File: config.mk
export PLATFORM = sky130hd
export DESIGN_NAME = pinv_top
export DESIGN_NICKNAME = d
export VERILOG_FILES = /design/src/rtl/pinv_pkg.sv /design/src/rtl/pinv_scan.sv /design/src/rtl/pinv_budget.sv /design/src/rtl/pinv_top.sv
export SDC_FILE = /design/constraint.sdc
export NUM_CORES = 1
export LEC_CHECK = 0
export ABC_AREA = 0
export ABC_CLOCK_PERIOD_IN_PS = 1970
export CAP_MARGIN = 20
export CORE_ASPECT_RATIO = 2
export CORE_MARGIN = 2
export CORE_UTILIZATION = 50
export CTS_CLUSTER_DIAMETER = 120
export DETAILED_ROUTE_END_ITERATION = 7
export PLACE_DENSITY = 0.85
export SYNTH_ARGS = -nofsm -noshare
export SYNTH_HDL_FRONTEND = slang
export SYNTH_SLANG_ARGS = --single-unit
File: constraint.sdc
create_clock -name clk -period 1.97 [get_ports clk]
set_clock_uncertainty 0.2 [all_clocks]
set_input_delay 0.394 -clock clk [delete_from_list [all_inputs] [get_ports clk]]
set_output_delay 0.394 -clock clk [all_outputs]
set_load 0.05 [all_outputs]
File: src/rtl/pinv_pkg.sv
package pinv_pkg;
  typedef enum logic {
    SCAN_IDLE = 1'b0,
    SCAN_RUN  = 1'b1
  } scan_state_t;
endpackage

File: src/rtl/pinv_scan.sv
module pinv_scan
  import pinv_pkg::*;
#(
  parameter int DIGITS = 4,
  parameter int DW     = 4
) (
  input  logic                 clk,
  input  logic                 rst_n,
  input  logic                 load_i,
  input  logic [DIGITS*DW-1:0] cand_i,
  input  logic [DIGITS*DW-1:0] ref_i,
  output logic                 busy_o,
  output logic                 fin_o,
  output logic                 equal_o
);
  localparam int PW = DIGITS * DW;
  localparam int IW = (DIGITS > 1) ? $clog2(DIGITS) : 1;
  localparam logic [IW-1:0] LAST = IW'(DIGITS - 1);

  scan_state_t   st_q, st_d;
  logic [IW-1:0] idx_q, idx_d;
  logic          miss_q, miss_d;
  logic [PW-1:0] cand_q, ref_q;
  logic [DW-1:0] cd, rd;
  logic          miss_now;

  // current digit pair, selected by the scan index
  always_comb begin
    cd       = cand_q[idx_q*DW +: DW];
    rd       = ref_q[idx_q*DW +: DW];
    miss_now = miss_q | (cd != rd);
  end

  always_comb begin
    st_d   = st_q;
    idx_d  = idx_q;
    miss_d = miss_q;
    case (st_q)
      SCAN_IDLE: begin
        if (load_i) begin
          st_d   = SCAN_RUN;
          idx_d  = '0;
          miss_d = 1'b0;
        end
      end
      SCAN_RUN: begin
        miss_d = miss_now;
        if (idx_q == LAST) begin
          st_d  = SCAN_IDLE;
          idx_d = '0;
        end else begin
          idx_d = idx_q + 1'b1;
        end
      end
      default: st_d = SCAN_IDLE;
    endcase
  end

  always_ff @(posedge clk or negedge rst_n) begin
    if (!rst_n) begin
      st_q   <= SCAN_IDLE;
      idx_q  <= '0;
      miss_q <= 1'b0;
    end else begin
      st_q   <= st_d;
      idx_q  <= idx_d;
      miss_q <= miss_d;
    end
  end

  // operand capture, enabled only on an accepted request
  always_ff @(posedge clk or negedge rst_n) begin
    if (!rst_n) begin
      cand_q <= '0;
      ref_q  <= '0;
    end else if (load_i && (st_q == SCAN_IDLE)) begin
      cand_q <= cand_i;
      ref_q  <= ref_i;
    end
  end

  assign busy_o  = (st_q == SCAN_RUN);
  assign fin_o   = (st_q == SCAN_RUN) && (idx_q == LAST);
  assign equal_o = ~miss_now;
endmodule

File: src/rtl/pinv_budget.sv
module pinv_budget #(
  parameter int MAX_TRIES = 3,
  localparam int TW = $clog2(MAX_TRIES + 1)
) (
  input  logic          clk,
  input  logic          rst_n,
  input  logic          fin_i,
  input  logic          equal_i,
  input  logic          refuse_i,
  output logic [TW-1:0] tries_o,
  output logic          lock_o,
  output logic          done_o,
  output logic          auth_o
);
  localparam logic [TW-1:0] FULL = TW'(MAX_TRIES);
  localparam logic [TW-1:0] ONE  = TW'(1);

  logic [TW-1:0] tries_q, tries_d;
  logic          lock_q, lock_d;
  logic          done_q, done_d;
  logic          auth_q, auth_d;
  logic          upd_en;

  assign upd_en = fin_i;

  always_comb begin
    done_d  = fin_i | refuse_i;
    auth_d  = fin_i & equal_i;
    tries_d = tries_q;
    lock_d  = lock_q;
    if (equal_i) begin
      tries_d = FULL;
    end else if (tries_q != '0) begin
      tries_d = tries_q - ONE;
      if (tries_q == ONE) lock_d = 1'b1;
    end
  end

  always_ff @(posedge clk or negedge rst_n) begin
    if (!rst_n) begin
      done_q <= 1'b0;
      auth_q <= 1'b0;
    end else begin
      done_q <= done_d;
      auth_q <= auth_d;
    end
  end

  always_ff @(posedge clk or negedge rst_n) begin
    if (!rst_n) begin
      tries_q <= FULL;
      lock_q  <= 1'b0;
    end else if (upd_en) begin
      tries_q <= tries_d;
      lock_q  <= lock_d;
    end
  end

  assign tries_o = tries_q;
  assign lock_o  = lock_q;
  assign done_o  = done_q;
  assign auth_o  = auth_q;
endmodule

File: src/rtl/pinv_top.sv
module pinv_top #(
  parameter int DIGITS    = 4,
  parameter int DW        = 4,
  parameter int MAX_TRIES = 3,
  localparam int PW = DIGITS * DW,
  localparam int TW = $clog2(MAX_TRIES + 1)
) (
  input  logic          clk,
  input  logic          rst_n,
  input  logic          start_i,
  input  logic [PW-1:0] cand_i,
  input  logic [PW-1:0] ref_i,
  output logic          auth_o,
  output logic          done_o,
  output logic [TW-1:0] tries_o,
  output logic          lock_o
);
  logic [1:0] rst_sync_q;
  logic       rst_q_n;
  logic       busy, fin, equal;
  logic       may_try, accept, refuse;

  // asynchronous assert, two-flop synchronous release
  always_ff @(posedge clk or negedge rst_n) begin
    if (!rst_n) rst_sync_q <= 2'b00;
    else        rst_sync_q <= {rst_sync_q[0], 1'b1};
  end
  assign rst_q_n = rst_sync_q[1];

  assign may_try = ~lock_o & (tries_o != '0);
  assign accept  = start_i & ~busy & may_try;
  assign refuse  = start_i & ~busy & ~may_try;

  pinv_scan #(.DIGITS(DIGITS), .DW(DW)) u_scan (
    .clk     (clk),
    .rst_n   (rst_q_n),
    .load_i  (accept),
    .cand_i  (cand_i),
    .ref_i   (ref_i),
    .busy_o  (busy),
    .fin_o   (fin),
    .equal_o (equal)
  );

  pinv_budget #(.MAX_TRIES(MAX_TRIES)) u_budget (
    .clk      (clk),
    .rst_n    (rst_q_n),
    .fin_i    (fin),
    .equal_i  (equal & fin),
    .refuse_i (refuse),
    .tries_o  (tries_o),
    .lock_o   (lock_o),
    .done_o   (done_o),
    .auth_o   (auth_o)
  );
endmodule

# Word level (Yosys, flattened, before mapping)
# Cells that the tools add are included.
# word_totals
regBits	43
out_inout_bits	5
word_cells	47
# op_classes
add_sub_neg	2
eq_ne	4
shifts	2
muxes	10
n_bitwise	13
reduce_logical	6
# op_table
cell	n
16-bit by 5-bit indexed part select with 4-bit output	2
2-bit two-way mux	4
1-bit bitwise AND	6
1-bit inverter	5
4-bit inequality test	1
1-bit one-hot mux with 2 select lines	2
2-bit one-hot mux with 2 select lines	1
4-bit AND reduction	1
2-bit nonzero test	2
1-bit two-way mux	3
2-bit by 1-bit adder with 2-bit output (second input constant)	1
2-bit by 1-bit == test with 1-bit output (second input constant)	1
2-bit == test (second input constant)	1
1-bit logical AND	2
2-bit by 1-bit inequality test with 1-bit output (second input constant)	1
1-bit OR	2
2-bit AND reduction	1
2-bit by 1-bit subtractor with 2-bit output (second input constant)	1

# Longest topological paths before layout
# Gate-level depths: netlist of run 1.
# logic_depth
word_depth	7
depth_mapped	7
mapped_depth_nobuf	6

# Modules after synthesis
# Synthesis of run 1 repeated with hierarchy kept, for this count alone.
# hier_totals
hier_cells	136
hier_area_um2	1890.6
# modules_own_cells
module	instances	cells_per_inst	area_each_um2
pinv_scan	1	110	1570.3
pinv_budget	1	19	220.2
pinv_top	1	7	100.1

# Worst setup path before layout of run 1
# OpenSTA, ideal clock, no wires.
# synth_timing
path_type	flip-flop to flip-flop
from	reg u_budget.tries_q[0], in the netlist u_budget.tries_o[0]
to	reg u_scan.cand_q[0]
setup_ns	0.125
t_arrival_ns	1.830
t_required_ns	1.645
slack_ns	-0.185
stages_incl_launch_ff	7
path_buffers	1
synth_period_minus_slack_ns	2.155
path_cell_list	dfstp_2 inv_1 ha_1 nor2_1 nand3_1 buf_2 mux2_2
# synth_between
elab_chain_cells	4
# synth_lines
element	line	source
start: declaration	pinv_budget.sv:18	logic [TW-1:0] tries_q, tries_d;
start signal: assignment	pinv_budget.sv:54	tries_q <= tries_d;
2-bit nonzero test	pinv_top.sv:30	assign may_try = ~lock_o & (tries_o != '0);
1-bit bitwise AND	pinv_top.sv:30	
1-bit bitwise AND	pinv_top.sv:31	assign accept = start_i & ~busy & may_try;
1-bit logical AND	pinv_scan.sv:76	end else if (load_i && (st_q == SCAN_IDLE)) begin
end signal: assignment	pinv_scan.sv:77	cand_q <= cand_i;
end: declaration	pinv_scan.sv:23	logic [PW-1:0] cand_q, ref_q;
# No other way between the ends.
# A chain may end at the register's enable or synchronous reset.

# Worst setup path after layout of run 1
# layout_timing
from	reg u_scan.cand_q[10]
to	reg u_budget.lock_q, in the netlist u_budget.lock_o
# layout_between
elab_chain_cells	7
# layout_lines
element	line	source
16-bit by 5-bit indexed part select with 4-bit output	pinv_scan.sv:29	cd = cand_q[idx_q*DW +: DW];
4-bit inequality test	pinv_scan.sv:31	miss_now = miss_q | (cd != rd);
1-bit OR	pinv_scan.sv:31	
1-bit inverter	pinv_scan.sv:84	assign equal_o = ~miss_now;
1-bit bitwise AND	pinv_top.sv:49	.equal_i (equal & fin),
1-bit inverter (no line)	n/a	
4-bit AND reduction (no line)	n/a	
end signal: assignment	pinv_budget.sv:55	lock_q <= lock_d;
end: declaration	pinv_budget.sv:19	logic lock_q, lock_d;
# No other way between the ends.

==> results.yml, run 1 <==
outcome:
  status: "complete, no violations"
placed_design:
  placed_cell_area_um2: 2380
  io_buffers: 39
  place.gp.congestion: 0.784
  dp_hpwl_mm: 2.46
power:
  fin_total_pwr_mw: 3.87
  p_per_area_nw_per_um2: 1560
  peakVddDrop_v: 0.00118
  leakage_nw: 1.07
synth:
  synth_area_leaders: "dfrtp_1 55%, mux2_2 19%, xor2_1 4.7%"
  syn_avg_cell_area_um2: 14.2
  synth_edf_count: 0
  postSynthCellCount: 132
  synth-async-reset-ratio: 1.00
  ys_ff_latch: 43
  ys.warnings.count: 0
  synthDistinctLibCells: 26
  yosysSeqAreaShare: 0.575
  ys.flop_type: "dfrtp_1"
  synth.top_cell.area_share: 0.547
  synth_top_cell_by_area: "dfrtp_1"
  synth_nets: 170
  yosysMostFrequentCell: "dfrtp_1"
  synth_common_cells: "41 x dfrtp_1, 32 x mux2_2, 10 x xor2_1"
  syn_area_um2: 1870
timing:
  fin_crit_sh: 0.956
  tns_ps: 0
  max_freq_mhz: 531
  period_needed_ps: 1880
  hold_violations: 0
  finalSetupViolCount: 0
  finalMaxSlewViolations: 0
  rsz0062_at_grt: "no"
clock_tree:
  numCtsBuffers: 5
  cts_tree: "built"
  clockBufferDepth: 2
  insertion_delay_ps: 300
  h-tree-depth: 2
  post-cts-setup-buffers: 0
  holdBufCountCts: 0
  cts_root_buffer: "clkbuf_8"
  clock_sinks: 43
  clk_pin_slew_ps: 80
  cts-resized-gates: 0
critical_path:
  critPathKind: "reg -> reg"
  critPathMaxFanout: 5
  end_kind: "flip-flop"
  worst_path_max_delay_cell: "o41a_2"
  crit_path_start: "u_scan.cand_q[10]"
  setup.worst_path.end: "u_budget.lock_o"
  critPathLaunchType: "flip-flop"
  cpPeakStageDelay_ps: 450
  ff2ff_setup_slack_ps: 90
  cp_cell_sequence: "xor2_1 -> o41ai_2 -> o32ai_2 -> o41a_2"
  timing.rr.end: "u_budget.lock_o"
  cp.arrival_ps: 1870
  critPathRequiredTime_ps: 1960
  ff2ff_path_depth: 4
  r2r_start: "u_scan.cand_q[10]"
global_route:
  grt_pass1_vias: 1289
  grt_pass1_wl_mm: 5.44
  grt_usage: 0.181
  antenna_found_initial: 0
  grt.overflow.total: 0
  grt_max_degree: 42
die:
  die_x_um: 47.3
  die-area_um2: 4280
  rows: 31
  initial_core_util: 0.520
  io_pins: 40
  die_h_um: 90.6
  core_um2: 3610
routing:
  ant_nets: 0
  wl_mm: 3.16
  dr.pass1.iters: 2
  drtIter0Drc: 11
  vias_per_cell: 5.18
  wl_per_cell_um: 13.9
  drc: 0
  vias: 1180
flow_run:
  max_cap_violations: 0
layout:
  antenna_cells: 0
  nets: 216
  area.growth.synth_to_final_pct: 32.7
  postLayoutCellArea_um2: 2490
  drive_gt1_frac: 0.313
hold_path:
  min_path_type: "in -> async"
-- sequential cells by signal, summed over array words and instances, names as in the netlist --
signal and cells:
u_scan.cand_q 16, u_scan.busy_o 1, u_budget.auth_o 1, u_budget.done_o 1, u_scan.ref_q 16, u_scan.miss_q 1
u_budget.tries_o 2, rst_sync_q 2, u_budget.lock_o 1, u_scan.idx_q 2
-- kinds of logic (layout without fill, tap and decap cells) --
| group | after synthesis | count (layout) | synth area share |
|---|---|---|---|
| mux | 33 | 33 | 0.204 |
| xor+xnor | 17 | 17 | 0.0794 |
| compound gates | 12 | 12 | 0.0541 |
| flops | 43 | 43 | 0.575 |
| simple gates | 17 | 17 | 0.0507 |
| buf+inv | 6 | 53 | 0.0140 |
| other cells | 1 | 1 | 0.00200 |
| fa+ha+maj | 3 | 3 | 0.0200 |
-- per-layer routing --
metal  vias up  global-route usage  wire length, µm
li1        553                   -                -
met1       587               0.195             1090
met2        30               0.294             1840
met3        10              0.0480              112
met4         0               0.104              116
met5         -                   0                0
-- critical path, delay by kind of cell, from the launching register on --
| kind | cells | cell delay [ps] |
|---|---|---|
| flip-flops | 1 | 390 |
| AO/OA/AOI/OAI | 3 | 1010 |
| XOR/XNOR | 1 | 180 |
-- worst min path at each step --
stage             startpoint               end  cells past startpoint
2_1_floorplan          rst_n     rst_sync_q[0]                      0
6_report               rst_n     rst_sync_q[0]                      1
5_1_grt                rst_n     rst_sync_q[0]                      1
3_3_place_gp   rst_sync_q[1]  u_scan.cand_q[9]                      1
3_5_place_dp   rst_sync_q[1]  u_scan.cand_q[9]                      1
4_1_cts                rst_n     rst_sync_q[0]                      1
-- per-stage QoR --
step / hold slack (ps) / utilization / instances / setup WS (ps)
global placement: 105 / 0.660 / 220 / 117
CTS: 47.9 / 0.690 / 228 / 82.4
global route: 39.6 / 0.690 / 228 / 36.9
finish: 52.2 / 0.690 / 228 / 86.4
detailed placement: 122 / 0.660 / 220 / 86.8
floorplan: -102 / - / 132 / 6.60
-- cells in the final DEF (no fill, tap or decap), types with 2 or more instances in the layout --
master / n
a21o_1: 2
and4_1: 2
buf_12: 3
buf_4: 5
clkbuf_1: 2
clkbuf_8: 5
clkdlybuf4s50_1: 34
dfrtp_1: 41
dfstp_2: 2
ha_1: 2
inv_1: 3
mux2_2: 32
nand2_1: 6
o21ai_0: 4
o21ai_1: 2
xnor2_1: 7
xor2_1: 10
-- where the power goes --
part / leakage, nW / switching (mW) / internal (mW) / total, mW
logic: 0.507 / 0.661 / 0.896 / 1.56
registers: 0.506 / 0.333 / 1.32 / 1.66
clock network: 0.0524 / 0.277 / 0.379 / 0.656
total: 1.07 / 1.27 / 2.60 / 3.87
-- final cells by class --
class | instances | area [µm²]
clock inverters | 1 | 30.0
repair buffers | 42 | 438
well taps | 49 | 61.3
fillers | 284 | 1120
multi-input cells | 83 | 792
inverters | 3 | 11.3
clock buffers | 7 | 76.3
flip-flops and latches | 43 | 1080
Power figures use the tool's default switching activity.
==> inputs of run 2 (changes only) <==
Settings changed: CTS_CLUSTER_DIAMETER 120 to 50, SKIP_LAST_GASP set to 1.
==> results of run 2 <==
Final layout, timing and power as in run 1 (identical DEF).
